## src/rtl/evs_pkg.sv

```systemverilog
package evs_pkg;
  localparam int AW = 16;
  localparam int DW = 8;
  localparam int ST_I = 2;
  localparam int ST_D = 3;
  localparam int ST_B = 4;

  typedef enum logic [2:0] {
    K_RESET = 3'd0,
    K_ABORT = 3'd1,
    K_NMI   = 3'd2,
    K_IRQ   = 3'd3,
    K_BRK   = 3'd4,
    K_COP   = 3'd5
  } kind_e;

  typedef struct packed {
    logic rst;
    logic pwr;
    logic abt;
    logic nmi;
    logic irq;
  } pend_t;

  typedef enum logic [1:0] {W_IDLE, W_WAI, W_STP} wait_e;

  function automatic logic [AW-1:0] vector_of(kind_e k, logic emu);
    logic [AW-1:0] v;
    case (k)
      K_RESET: v = 16'hFFFC;
      K_ABORT: v = emu ? 16'hFFF8 : 16'hFFE8;
      K_NMI:   v = emu ? 16'hFFFA : 16'hFFEA;
      K_IRQ:   v = emu ? 16'hFFFE : 16'hFFEE;
      K_BRK:   v = emu ? 16'hFFFE : 16'hFFE6;
      default: v = emu ? 16'hFFF4 : 16'hFFE4;
    endcase
    return v;
  endfunction
endpackage

```

## src/rtl/evs_arbiter.sv

```systemverilog
module evs_arbiter
  import evs_pkg::*;
(
  input  pend_t pend,
  input  logic  irq_en,
  input  logic  sw_req,
  input  logic  sw_cop,
  output logic  hit,
  output kind_e kind
);
  always_comb begin
    hit  = 1'b1;
    kind = K_RESET;
    if (pend.rst || pend.pwr)  kind = K_RESET;
    else if (pend.abt)         kind = K_ABORT;
    else if (pend.nmi)         kind = K_NMI;
    else if (pend.irq && irq_en) kind = K_IRQ;
    else if (sw_req)           kind = sw_cop ? K_COP : K_BRK;
    else                       hit = 1'b0;
  end
endmodule

```

## src/rtl/evs_frame.sv

```systemverilog
module evs_frame
  import evs_pkg::*;
#(
  parameter int PW = evs_pkg::AW,
  parameter int BW = evs_pkg::DW,
  localparam int FW = 4 * BW
) (
  input  logic          emu,
  input  kind_e         kind,
  input  logic [PW-1:0] pc,
  input  logic [BW-1:0] pbr,
  input  logic [BW-1:0] status,
  output logic [2:0]    len,
  output logic [FW-1:0] data,
  output logic [BW-1:0] nxt_status
);
  logic [BW-1:0] st;
  logic          hw;

  always_comb begin
    hw = (kind == K_RESET) || (kind == K_ABORT) || (kind == K_NMI) || (kind == K_IRQ);
    st = status;
    if (emu && hw) st[ST_B] = 1'b0;
    nxt_status        = st;
    nxt_status[ST_I]  = 1'b1;
    nxt_status[ST_D]  = 1'b0;
    if (emu) begin
      len  = 3'd3;
      data = {{BW{1'b0}}, pc, st};
    end else begin
      len  = 3'd4;
      data = {pbr, pc, st};
    end
  end
endmodule

```

## src/rtl/exc_vector_seq.sv

```systemverilog
module exc_vector_seq
  import evs_pkg::*;
#(
  parameter int PW = evs_pkg::AW,
  parameter int BW = evs_pkg::DW,
  localparam int FW = 4 * BW
) (
  input  logic          clk,
  input  logic          rst_n,
  input  logic          reset_req,
  input  logic          pwr_on_req,
  input  logic          abort_req,
  input  logic          nmi_in,
  input  logic          irq_req,
  input  logic          sw_req,
  input  logic          sw_cop,
  input  logic          boundary,
  input  logic          emu_mode,
  input  logic          irq_disable,
  input  logic          wai_cmd,
  input  logic          stp_cmd,
  input  logic [PW-1:0] insn_pc,
  input  logic [BW-1:0] cur_pbr,
  input  logic [BW-1:0] cur_status,
  input  logic          vec_ready,
  output logic          vec_valid,
  output logic [PW-1:0] vec_addr,
  output logic [2:0]    vec_kind,
  output logic [2:0]    frame_len,
  output logic [FW-1:0] frame_data,
  output logic [BW-1:0] next_status,
  output logic          clr_dbr,
  output logic          restore_snap,
  output logic [PW-1:0] snap_pc,
  output logic [BW-1:0] snap_pbr,
  output logic [BW-1:0] snap_status,
  output logic          stalled
);
  pend_t pend_q;
  logic  nmi_d, abt_d;
  wait_e wait_q;

  logic  hit;
  kind_e kind;
  logic  take;
  logic  nmi_edge, abt_edge;
  logic  rel_wai, rel_stp;

  logic [PW-1:0] src_pc;
  logic [BW-1:0] src_pbr, src_st;
  logic [2:0]    f_len;
  logic [FW-1:0] f_data;
  logic [BW-1:0] f_nst;

  assign nmi_edge = nmi_in && !nmi_d;
  assign abt_edge = abort_req && !abt_d;
  assign stalled  = (wait_q != W_IDLE);
  assign take     = boundary && !vec_valid && !stalled && hit;
  assign rel_stp  = pend_q.rst || pend_q.pwr;
  assign rel_wai  = rel_stp || pend_q.nmi || pend_q.irq;

  evs_arbiter u_arb (
    .pend   (pend_q),
    .irq_en (!irq_disable),
    .sw_req (sw_req),
    .sw_cop (sw_cop),
    .hit    (hit),
    .kind   (kind)
  );

  always_comb begin
    if (kind == K_ABORT) begin
      src_pc  = snap_pc;
      src_pbr = snap_pbr;
      src_st  = snap_status;
    end else begin
      src_pc  = insn_pc;
      src_pbr = cur_pbr;
      src_st  = cur_status;
    end
  end

  evs_frame #(.PW(PW), .BW(BW)) u_frm (
    .emu        (emu_mode),
    .kind       (kind),
    .pc         (src_pc),
    .pbr        (src_pbr),
    .status     (src_st),
    .len        (f_len),
    .data       (f_data),
    .nxt_status (f_nst)
  );

  // pending requests and edge history
  always_ff @(posedge clk) begin
    if (!rst_n) begin
      pend_q <= '0;
      nmi_d  <= 1'b0;
      abt_d  <= 1'b0;
    end else begin
      nmi_d      <= nmi_in;
      abt_d      <= abort_req;
      pend_q.rst <= reset_req;
      pend_q.pwr <= pwr_on_req;
      pend_q.abt <= abort_req;
      pend_q.irq <= irq_req;
      if (nmi_edge)                   pend_q.nmi <= 1'b1;
      else if (take && kind == K_NMI) pend_q.nmi <= 1'b0;
    end
  end

  // abort snapshot
  always_ff @(posedge clk) begin
    if (!rst_n) begin
      snap_pc     <= '0;
      snap_pbr    <= '0;
      snap_status <= '0;
    end else if (abt_edge) begin
      snap_pc     <= insn_pc;
      snap_pbr    <= cur_pbr;
      snap_status <= cur_status;
    end
  end

  // wait / stop tracking
  always_ff @(posedge clk) begin
    if (!rst_n) wait_q <= W_IDLE;
    else begin
      case (wait_q)
        W_IDLE:  if (stp_cmd) wait_q <= W_STP;
                 else if (wai_cmd) wait_q <= W_WAI;
        W_WAI:   if (rel_wai) wait_q <= W_IDLE;
        default: if (rel_stp) wait_q <= W_IDLE;
      endcase
    end
  end

  // decision output channel
  always_ff @(posedge clk) begin
    if (!rst_n) begin
      vec_valid    <= 1'b0;
      vec_addr     <= '0;
      vec_kind     <= '0;
      frame_len    <= '0;
      frame_data   <= '0;
      next_status  <= '0;
      clr_dbr      <= 1'b0;
      restore_snap <= 1'b0;
    end else if (take) begin
      vec_valid    <= 1'b1;
      vec_addr     <= vector_of(kind, emu_mode);
      vec_kind     <= kind;
      frame_len    <= f_len;
      frame_data   <= f_data;
      next_status  <= f_nst;
      clr_dbr      <= (kind == K_RESET) && emu_mode;
      restore_snap <= (kind == K_ABORT);
    end else if (vec_valid && vec_ready) begin
      vec_valid <= 1'b0;
    end
  end
endmodule

```

## config.mk

```make
export PLATFORM = sky130hd
export DESIGN_NAME = exc_vector_seq
export DESIGN_NICKNAME = d
export VERILOG_FILES = /design/src/rtl/evs_pkg.sv /design/src/rtl/evs_arbiter.sv /design/src/rtl/evs_frame.sv /design/src/rtl/exc_vector_seq.sv
export SDC_FILE = /design/constraint.sdc
export NUM_CORES = 1
export LEC_CHECK = 0
export ABC_CLOCK_PERIOD_IN_PS = 3950
export BUFFER_PORTS_ARGS = -buffer_cell sky130_fd_sc_hd__buf_2
export CAP_MARGIN = 20
export CORE_ASPECT_RATIO = 1.5
export CORE_MARGIN = 2
export CORE_UTILIZATION = 40
export CTS_BUF_LIST = sky130_fd_sc_hd__clkbuf_4 sky130_fd_sc_hd__clkbuf_8
export CTS_CLUSTER_DIAMETER = 40
export DETAILED_ROUTE_END_ITERATION = 10
export HOLD_SLACK_MARGIN = 0.1
export PLACE_DENSITY = 0.75
export SETUP_SLACK_MARGIN = 0.2
export SLEW_MARGIN = 20
export SYNTH_ARGS = -nofsm -noshare
export SYNTH_HDL_FRONTEND = slang
export SYNTH_SLANG_ARGS = --single-unit
```

## constraint.sdc

```tcl
create_clock -name clk -period 3.95 [get_ports clk]
set_input_delay 0.79 -clock clk [delete_from_list [all_inputs] [get_ports clk]]
set_output_delay 0.79 -clock clk [all_outputs]
set_load 0.05 [all_outputs]
```

==> summary.md, run 1 <==
| Metric | Value |
|---|---|
| Status | completed |
| Post-Place Cells | 600 |
| Power Dens Cells | just over 500 mW/mm2 |
| Cell taking the most area after synthesis | dfxtp_1 |
| Die W | ~82 um |
| Crit path depth | 6 |
| Crit path arrival time | approximately 2.5 ns |
| Worst-path clk slew | about 0.09 ns |
| # hold bufs at CTS | 0 |
| Clk_lat worst skew | 0.37 ns |
| RSZ-0062 raised after global routing | false |
| Post-route ant nets | 0 |
| Worst endpoint required time | roughly 4.3 ns |
| Syn avg cell area | around 9.4 um2 |
| # rows | 42 |
| Num CTS Buffers | 9 |
| Cell count after synthesis | just under 400 |
| Endpoints failing setup | 0 |
| Buffers and inverters on the worst path | 2 |
| Final min period | around 2.2 ns |
| Fillers | about 850 |
| Final period util | approximately 56% |
| CTS Buffer Depth | 2 |
| Clock sink count | between 80 and 90 |
| Inserted Diodes | 0 |
| Distinct cells, synth | 38 |
| Layout cell share with drive strength beyond 1 | 34.0% |
| Setup bufs post-CTS | 0 |
| Slew Limit Fails | 0 |
| First-pass iteration count of the detailed router | 4 |
| Area of the die | just under 0.01 mm2 |
| Initial DRC count | slightly above 100 |
| Worst min path class | flip-flop to flip-flop |
| Crit Path Max Fanout | 55 |
| Synth Cell Area | about 0.0036 mm2 |
| TritonCTS clock tree | yes |
| Relative slew slack | 51.1% |
| IO buf count | around 140 |
| Worst Tran Pin Value | roughly 0.73 ns |
| Initial Utilization | between 40 and 50% |
| Vias in the first global route | 2810 |
| Peak supply drop | around 300 uV |
| Clock skew | 0.00740 ns |
| Layout Cells excl Fill | just over 600 |
| CP Launch Type | primary input |
| #FFs+latches synth | 85 |
| Commonest non-fill, non-tap cell in the layout | buf_2 |
| Max incr delay on CP | approximately 0.51 ns |
| Setup TNS | 0 ns |
| # IOs | 145 |
| Initial antenna violation count | 1 |
| Reg2Reg Setup Slack | 1.81 ns |
| FF-to-FF path depth | 5 |
| Final hold viol count | 0 |
| Max Cap Violations | 0 |
| Post-DR vias/cell | 5.01 |
| Worst-path cell chain | buf_2 -> or4b_4 -> a31oi_4 -> buf_4 -> o211ai_1 -> a21boi_1 |
| Largest net degree at the start of global routing | between 50 and 60 |
| Leakage power | approximately 2.3 nW |
| Sequential area share after synthesis | 46.7% |
| Hold path depth | 1 |
| F_max | approximately 450 MHz |
| Routed WL | approximately 9.0 mm |
| Yosys warns | 0 |
| HPWL after DPL | 6.29 mm |
| DRC viols | 0 |
| Crit-path leading delay family | compound AO/OA/AOI/OAI gates |
| Main flop type after synthesis | dfxtp_1 |
| Chip Height | 121 um |
| Core Footprint | a little under 0.009 mm2 |
| CTS Root Buffer Type | clkbuf_8 |
| Crit Path Category | primary input to flip-flop |
| Post-synth EDFFs | 0 |
| Nets@finish | about 550 |
| Crit path capture type | flip-flop |
| Post-CTS Resized | 0 |
| Slowest-stage cell, CP | or4b_4 |
| Gr usage total | 18.0% |
| Vias | 3087 |
| GPL Wtd Cong | ~0.88 |
| H-tree depth | 3 |
| Async set or reset register ratio after synthesis | 0% |
| Most frequent cells in the layout | 142 x buf_2, 95 x nand2_1, 85 x dfxtp_1 |
| Total grt overflow | 0 |
| Area added between synthesis and finish | 23.9% |
| Share of the synthesized area in the top cell type | 46.7% |
| Post-DR wirelength/cell | 14.6 um |
| First-pass GRT wire length | 13.3 mm |
| Synth top area cells | dfxtp_1 47%, nand2_1 9.8%, mux2i_1 8.5% |
[synthesized netlist by cell type, drive strengths merged (2+ instances only)]
cell type and number:
a21boi 36, and2 5, clkbuf 18, o21ai 8, o221a 2, buf 30
inv 2, nand2 95, o211ai 3, o21a 2, nand3 5, o211a 24
dfxtp 85, nor2b 5, nor3 3, a21oi 3, nand2b 4, o2bb2ai 9
nor2 5, mux2i 31
[worst register-to-register path: cells and delay by family (launching register included)]
kind / cells / cell delay (ns)
AOI/OAI and AO/OA: 3 / 0.62
buffers and inverters: 1 / 0.51
DFF: 1 / 0.35
and+or+nand+nor: 1 / 0.60
[per-stage QoR]
stage | setup WS, ns | total power, mW | cell area [um2] | hold slack [ns] | util [%]
6_report | 1.74 | 2.29 | 4510 | 0.470 | 51.1
5_1_grt | 1.62 | 2.38 | 4510 | 0.491 | 51.1
4_1_cts | 1.76 | 2.32 | 4510 | 0.472 | 51.1
3_5_place_dp | 1.37 | 1.57 | 4270 | 0.447 | 48.4
3_3_place_gp | 1.43 | 1.56 | 4270 | 0.440 | 48.4
2_1_floorplan | 1.95 | 1.45 | 3650 | 0.473 | -
[report_power, final]
part	switching (mW)	internal (mW)
combinational	0.430	0.149
clock	0.317	0.427
sequential	0.0480	0.921
total	0.795	1.50
[final timing paths]
kind / end / from
worst max-delay path: vec_kind[0] / boundary
worst max register to register: vec_kind[0] / vec_valid
worst min register to register: frame_data[26] / frame_data[26]
worst min-delay path: frame_data[26] / frame_data[26]
[routing by layer]
layer  share of wire, %  GRT usage (%)  wire length, um
met1                 41           20.2             3690
met4                2.8           10.5              252
met5                  0              0                0
met3                6.0           3.94              545
met2                 50           30.2             4530
[sequential cells by signal, summed over array words and instances, names as in the netlist]
signal / flops
vec_addr: 4
restore_snap: 1
nmi_d: 1
wait_q: 2
snap_pc: 16
frame_data: 32
frame_len: 2
abt_d: 1
vec_valid: 1
next_status: 1
clr_dbr: 1
snap_pbr: 8
snap_status: 8
pend_q: 4
vec_kind: 3
[cell families (layout without fill, tap and decap cells)]
group           count (synthesis)  after routing  share of synthesized area, %
compound gates                 93             93                          21.0
buf+inv                        50            166                          7.80
flops                          85             85                          46.7
mux                            32             32                          8.83
other cells                     1              2                         0.103
simple gates                  128            128                          15.6
[final cells by class]
cell class	count	area, um2	share of cell area (%)
flip-flops and latches	85	1700	37.7
multi-input cells	255	1670	37.0
repair buffers	148	756	16.7
well taps	110	138	3.05
clock buffers	10	131	2.91
clock inverters	6	111	2.47
inverters	2	7.51	0.166
(Power assumes the default switching activity.)
==> run 2, diff against run 1 <==
Settings changed: ABC_CLOCK_PERIOD_IN_PS 3950 to 2150.
Clock period 3.95 ns to 2.15 ns, I/O delays scaled along.
==> run 2 against run 1 <==
Cell area up 0.80%. Die area unchanged. Wire length down 1.4%. Final cell count up 0.32%. Hold slack worse by 0.20 ns. Setup slack worse by 1.4 ns. Sequential power up 84%. First-iteration DRC count up 44%. Non-clock buffer count up 1. Clock skew up 0.0020 ns. Global-route usage up 0.50 points. Critical path depth down 1. Largest cell class unchanged.
==> summary.md, run 2 (synthesis gave the netlist of run 1 again) <==
| Metric | Value |
|---|---|
| Buffers and inverters on the worst path | 1 (-1) |
| Peak supply drop | 428 uV (+41%) |
| Biggest register | frame_data |
| Chip Height | 121 um (unchanged) |
| Post-CTS Resized | 0 (unchanged) |
| Crit path capture type | flip-flop |
| GPL Wtd Cong | 0.867 (-1.8%) |
| First-pass iteration count of the detailed router | 4 (unchanged) |
| Slowest-stage cell, CP | or4b_4 |
| Final period util | around 83% |
| Area added between synthesis and finish | 24.9% |
| Crit path depth | 5 (-1) |
| Initial DRC count | 147 (+44%) |
| FF-to-FF path depth | 5 (unchanged) |
| Leakage power | 2.26 nW (+0.10%) |
| Worst-path clk slew | 0.09 ns (about the same) |
| Worst endpoint required time | 2.45 ns (-1.80 ns) |
| Num CTS Buffers | 9 (unchanged) |
| Post-route ant nets | 0 (unchanged) |
| RSZ-0062 raised after global routing | false |
| First-pass GRT wire length | 13.9 mm (+4.1%) |
| Vias in the first global route | 2849 (+1.4%) |
| Largest net degree at the start of global routing | 82 (+46%) |
| Max Cap Violations | 0 (unchanged) |
| Final hold viol count | 0 (unchanged) |
| Crit Path Max Fanout | 26 (-53%) |
| H-tree depth | 3 (unchanged) |
| Setup bufs post-CTS | 0 (unchanged) |
| Post-DR wirelength/cell | 14.4 um (-1.7%) |
| DRC viols | 0 (unchanged) |
| Crit path arrival time | 2.08 ns (-0.43 ns) |
| CP Launch Type | flip-flop |
| Crit Reg-Reg Startpoint | wait_q[1] |
| Endpoints failing setup | 0 (unchanged) |
| Routed WL | 8.90 mm (-1.4%) |
| Worst-path cell chain | or4b_4 -> a31oi_4 -> buf_12 -> nand3_4 -> o2bb2ai_1 |
| CTS Buffer Depth | 2 (unchanged) |
| Vias | 3121 (+1.1%) |
| Status | completed |
| TritonCTS clock tree | yes |
| Post-DR vias/cell | 5.05 (+0.77%) |
| Worst Slack Setup Final | 0.374 ns (-1.37 ns) |
| Initial Utilization | 41.3% (unchanged) |
| # rows | 42 (unchanged) |
| Core Footprint | 0.00883 mm2 (unchanged) |
| Clock skew | 0.00942 ns (+0.00201 ns) |
| # hold bufs at CTS | 0 (unchanged) |
| Max incr delay on CP | 0.58 ns (+0.07 ns) |
| Clk_lat worst skew | 0.36 ns (about the same) |
| HPWL after DPL | 6.12 mm (-2.7%) |
| Relative slew slack | 55.1% (+4.0 points) |
| Die W | 81.9 um (unchanged) |
| F_max | about 560 MHz |
| Gr usage total | 18.5% (+0.50 points) |
| Initial antenna violation count | 1 (unchanged) |
| Top flop regs | frame_data (32), snap_pc (16) |
| Crit-path leading delay family | simple AND/OR/NAND/NOR gates |
| Slew Limit Fails | 0 (unchanged) |
| Crit Path Category | flip-flop to flip-flop |
| Total grt overflow | 0 (unchanged) |
| Max reg flops | 32 (unchanged) |
| # IOs | 145 (unchanged) |
| Capturing point of the worst reg2reg path | frame_data[24] |
| Most frequent cells in the layout | 142 x buf_2, 95 x nand2_1, 85 x dfxtp_1 |
| Layout cell share with drive strength beyond 1 | 34.1% (+0.13 points) |
| End of the critical path | frame_data[24] |
| Clock sink count | 85 (unchanged) |
| Nets@finish | 549 (+0.18%) |
| Worst Tran Pin Value | 0.672 ns (-0.0598 ns) |
| Crit path from | wait_q[1] |
| Commonest non-fill, non-tap cell in the layout | buf_2 |
| Final min period | about 1.8 ns |
| CTS Root Buffer Type | clkbuf_8 |
| IO buf count | 142 (unchanged) |
| Reg2Reg Setup Slack | 0.37 ns (-1.44 ns) |
| Pre-CTS WS | 0.273 ns (-1.09 ns) |
| Area of the die | 0.00990 mm2 (unchanged) |
| Power Dens Cells | 901 mW/mm2 (+78%) |
| Setup TNS | 0 ns (unchanged) |
| Worst min path class | primary input to flip-flop |
==> run 2: worst min-delay path by stage <==
| stage | end | slack [ns] | cells past startpoint | startpoint |
|---|---|---|---|---|
| 3_3_place_gp | frame_data[30] | 0.45 | 1 | frame_data[30] |
| 6_report | pend_q[0] | 0.27 | 2 | irq_req |
| 5_1_grt | pend_q[0] | 0.25 | 2 | irq_req |
| 2_1_floorplan | pend_q[1] | 0.47 | 2 | nmi_d |
| 4_1_cts | pend_q[3] | 0.25 | 2 | pwr_on_req |
| 3_5_place_dp | frame_data[30] | 0.45 | 1 | frame_data[30] |
==> run 2: final cells by class <==
cell class              instances  area (um2)
inverters                       2        7.51
well taps                     110         138
diodes                          1        2.50
clock buffers                  10         131
fillers                       839        4280
repair buffers                149         813
clock inverters                 6        87.6
multi-input cells             255        1670
flip-flops and latches         85        1700
==> run 2: power by group <==
group          internal [mW]  total [mW]  switching, mW
sequential              1.69        1.78         0.0862
clock                  0.665        1.24          0.577
combinational          0.291        1.08          0.791
==> run 2: through the flow <==
stage / cell area [um2] / hold slack (ns) / power (mW) / std cells / util, %
global placement: 4330 / 0.452 / 2.89 / 601 / 49.0
global route: 4550 / 0.253 / 4.30 / 617 / 51.5
floorplan: 3650 / 0.473 / 2.67 / 390 / -
CTS: 4550 / 0.252 / 4.16 / 617 / 51.5
detailed placement: 4330 / 0.448 / 2.91 / 601 / 49.0
finish: 4550 / 0.268 / 4.10 / 618 / 51.5
==> run 2: per-layer routing <==
metal	up-vias	global-route usage (%)	wire length (um)	share of wire (%)
met5	-	0	0	0
met4	0	9.79	226	2.5
met3	18	3.94	446	5.0
met2	92	31.1	4610	52
met1	1465	21.3	3610	41
li1	1546	-	-	-
==> run 3, diff against run 2 <==
Settings changed: ABC_CLOCK_PERIOD_IN_PS 2150 to 1720.
Clock period 2.15 ns to 1.72 ns, I/O delays scaled along.
==> run 3 against run 2 <==
Cell area up 6.7%. Core utilization is 3.4 points higher. Total power rose by 23%. Critical path depth increased by 1. Clock power increased by 5%. Clock skew shrank 0.0016 ns. Final cell count up 3.9%. Die area is the same. Hold slack got worse by 0.084 ns.
==> summary.md, run 3 (synthesis gave the netlist of run 1 again) <==
| Metric | Value |
|---|---|
| Peak supply drop | 491 uV (+15%) |
| Fin Hold WS | 0.184 ns (-0.0836 ns) |
| Hold path start | pwr_on_req |
| Commonest non-fill, non-tap cell in the layout | buf_2 |
| Crit Reg-Reg Startpoint | wait_q[0] |
| Layout Cells excl Fill | 642 (+3.9%) |
| Max incr delay on CP | 0.55 ns (-0.03 ns) |
| Slowest-stage cell, CP | or4b_4 |
| Max Cap Violations | 0 (unchanged) |
| P_sw | 1.84 mW (+26%) |
| CTS Root Buffer Type | clkbuf_8 |
| CP Launch Type | flip-flop |
| Initial DRC count | 140 (-4.8%) |
| Slew Limit Fails | 0 (unchanged) |
| Core Footprint | 0.00883 mm2 (unchanged) |
| First-pass iteration count of the detailed router | 4 (unchanged) |
| Power Dens Cells | 1040 mW/mm2 (+15%) |
| Total grt overflow | 0 (unchanged) |
| Inserted Diodes | 0 (-1) |
| FF-to-FF path depth | 6 (+1) |
| CP dominant cell by count | buf_12 |
| Largest net degree at the start of global routing | 82 (unchanged) |
| Biggest register | frame_data |
| Leakage power | 2.44 nW (+7.7%) |
| Clock skew | 0.00785 ns (-0.00157 ns) |
| Area of the multi-input gates | 0.00174 mm2 (+4.1%) |
| Worst-path cell chain | or4b_4 -> a31oi_4 -> buf_12 -> buf_12 -> nand2_2 -> o211a_1 |
| Post-route ant nets | 0 (unchanged) |
| # IOs | 145 (unchanged) |
| Reg power frac | 44.1% (+0.7 points) |
| First-pass GRT wire length | 14.2 mm (+2.4%) |
| Fillers | 836 (-0.36%) |
| Area of the die | 0.00990 mm2 (unchanged) |
| Capturing point of the worst reg2reg path | frame_data[14] |
| Worst-path clk slew | 0.08 ns (about the same) |
| Reg2Reg Setup Slack | 0.03 ns (-0.34 ns) |
| Sw Ratio | 36.5% (+1.0 points) |
| CTS Buffer Depth | 2 (unchanged) |
| Layout cell share with drive strength beyond 1 | 40.8% (+6.7 points) |
| Clock sink count | 85 (unchanged) |
| Area added between synthesis and finish | 33.2% |
| Post-DR vias/cell | 4.95 (-2.0%) |
| Post-Place Cells | 616 (+2.5%) |
| Comb power frac | 30.1% (+3.7 points) |
| Seq. cell area | 0.00171 mm2 (+0.44%) |
| IO buf count | 142 (unchanged) |
| HPWL after DPL | 6.65 mm (+8.6%) |
| Crit Path Max Fanout | 10 (-62%) |
| Worst endpoint required time | 1.97 ns (-0.48 ns) |
| Crit path arrival time | 1.94 ns (-0.14 ns) |
| Hold EP | pend_q[3] |
| Crit path capture type | flip-flop |
| Gr usage total | 18.9% (+0.48 points) |
| TritonCTS clock tree | yes |
| Clk_lat worst skew | 0.36 ns (about the same) |
| Routed WL | 9.39 mm (+5.6%) |
| # rows | 42 (unchanged) |
| Crit Path Category | flip-flop to flip-flop |
| Worst min path class | primary input to flip-flop |
| Final min period | 1.69 ns (-0.0853 ns) |
| Hold path depth | 2 (unchanged) |
| Vias in the first global route | 2903 (+1.9%) |
| Die W | 81.9 um (unchanged) |
| GPL Wtd Cong | 0.904 (+4.2%) |
| Num CTS Buffers | 9 (unchanged) |
| Total chip power | 5.04 mW (+23%) |
| Most frequent cells in the layout | 136 x buf_2, 88 x nand2_1, 81 x dfxtp_1 |
| Status | completed |
| Endpoints failing setup | 0 (unchanged) |
| Top flop regs | frame_data (32), snap_pc (16) |
| Internal power | 3.20 mW (+21%) |
| Initial Utilization | 41.3% (unchanged) |
| Nets@finish | 574 (+4.6%) |
| Chip Height | 121 um (unchanged) |
| Clock network power share | 25.9% (-4.4 points) |
| Max reg flops | 32 (unchanged) |
| Final period util | 98.3% (+16 points) |
| F_max | 592 MHz (+5.0%) |
| Post-DR wirelength/cell | 14.6 um (+1.6%) |
| Initial antenna violation count | 0 (-1) |
| RSZ-0062 raised after global routing | true |
| H-tree depth | 3 (unchanged) |
| Vias | 3176 (+1.8%) |
| Final hold viol count | 0 (unchanged) |
| DRC viols | 0 (unchanged) |
-- run 3: how the worst max path moves through the flow --
stage                    from        endpoint  depth (start not counted)
detailed placement   boundary  frame_data[28]                          6
CTS                 wait_q[0]  frame_data[28]                          5
global route        wait_q[0]  frame_data[16]                          6
finish              wait_q[0]  frame_data[14]                          6
global placement     boundary  frame_data[25]                          6
floorplan           vec_valid  frame_data[16]                          5
-- run 3: final cells by class --
cell class	count	share of cell area [%]
sequential	85	35.2
inverter	2	0.155
timing repair buffer	174	22.2
clock inverter	4	0.464
clock buffer	12	3.27
multi-input combinational	255	35.8
tap	110	2.84
-- run 3: critical path, delay by kind of cell, from the launching register on --
family / cells / cell delay, ns
simple gates: 2 / 0.60
compound gates: 2 / 0.35
flops: 1 / 0.32
buf+inv: 2 / 0.31
-- run 3: power groups by stage --
stage               logic, mW  clock network (mW)  registers (mW)
global placement         1.42                   0            2.26
finish                   1.52                1.30            2.22
detailed placement       1.44                   0            2.26
global route             1.60                1.45            2.24
CTS                      1.47                1.35            2.22
floorplan               0.623                   0            2.72
-- run 3: per-layer routing --
metal / GRT usage, % / wire, um / vias up
li1: - / - / 1596
met1: 21.8 / 3880 / 1472
met2: 32.1 / 4800 / 94
met3: 4.61 / 489 / 14
met4: 9.06 / 223 / 0
met5: 0 / 0 / -
-- run 3: repair_timing --
action	4_1_cts	5_1_grt
setup endpoints to repair	49	45
resized for setup	12	23
hold buffers	0	0
buffers inserted	4	6
pin swaps	0	1
-- run 3: per-stage QoR --
stage          utilization [%]  TNS (ns)  setup slack (ns)  area [um2]
3_5_place_dp              50.9   -0.0300           -0.0184        4490
4_1_cts                   53.7         0            0.0514        4740
5_1_grt                   55.0    -0.303           -0.0311        4850
2_1_floorplan                -         0            0.0911        3670
3_3_place_gp              50.9         0            0.0214        4490
6_report                  55.0         0            0.0297        4850
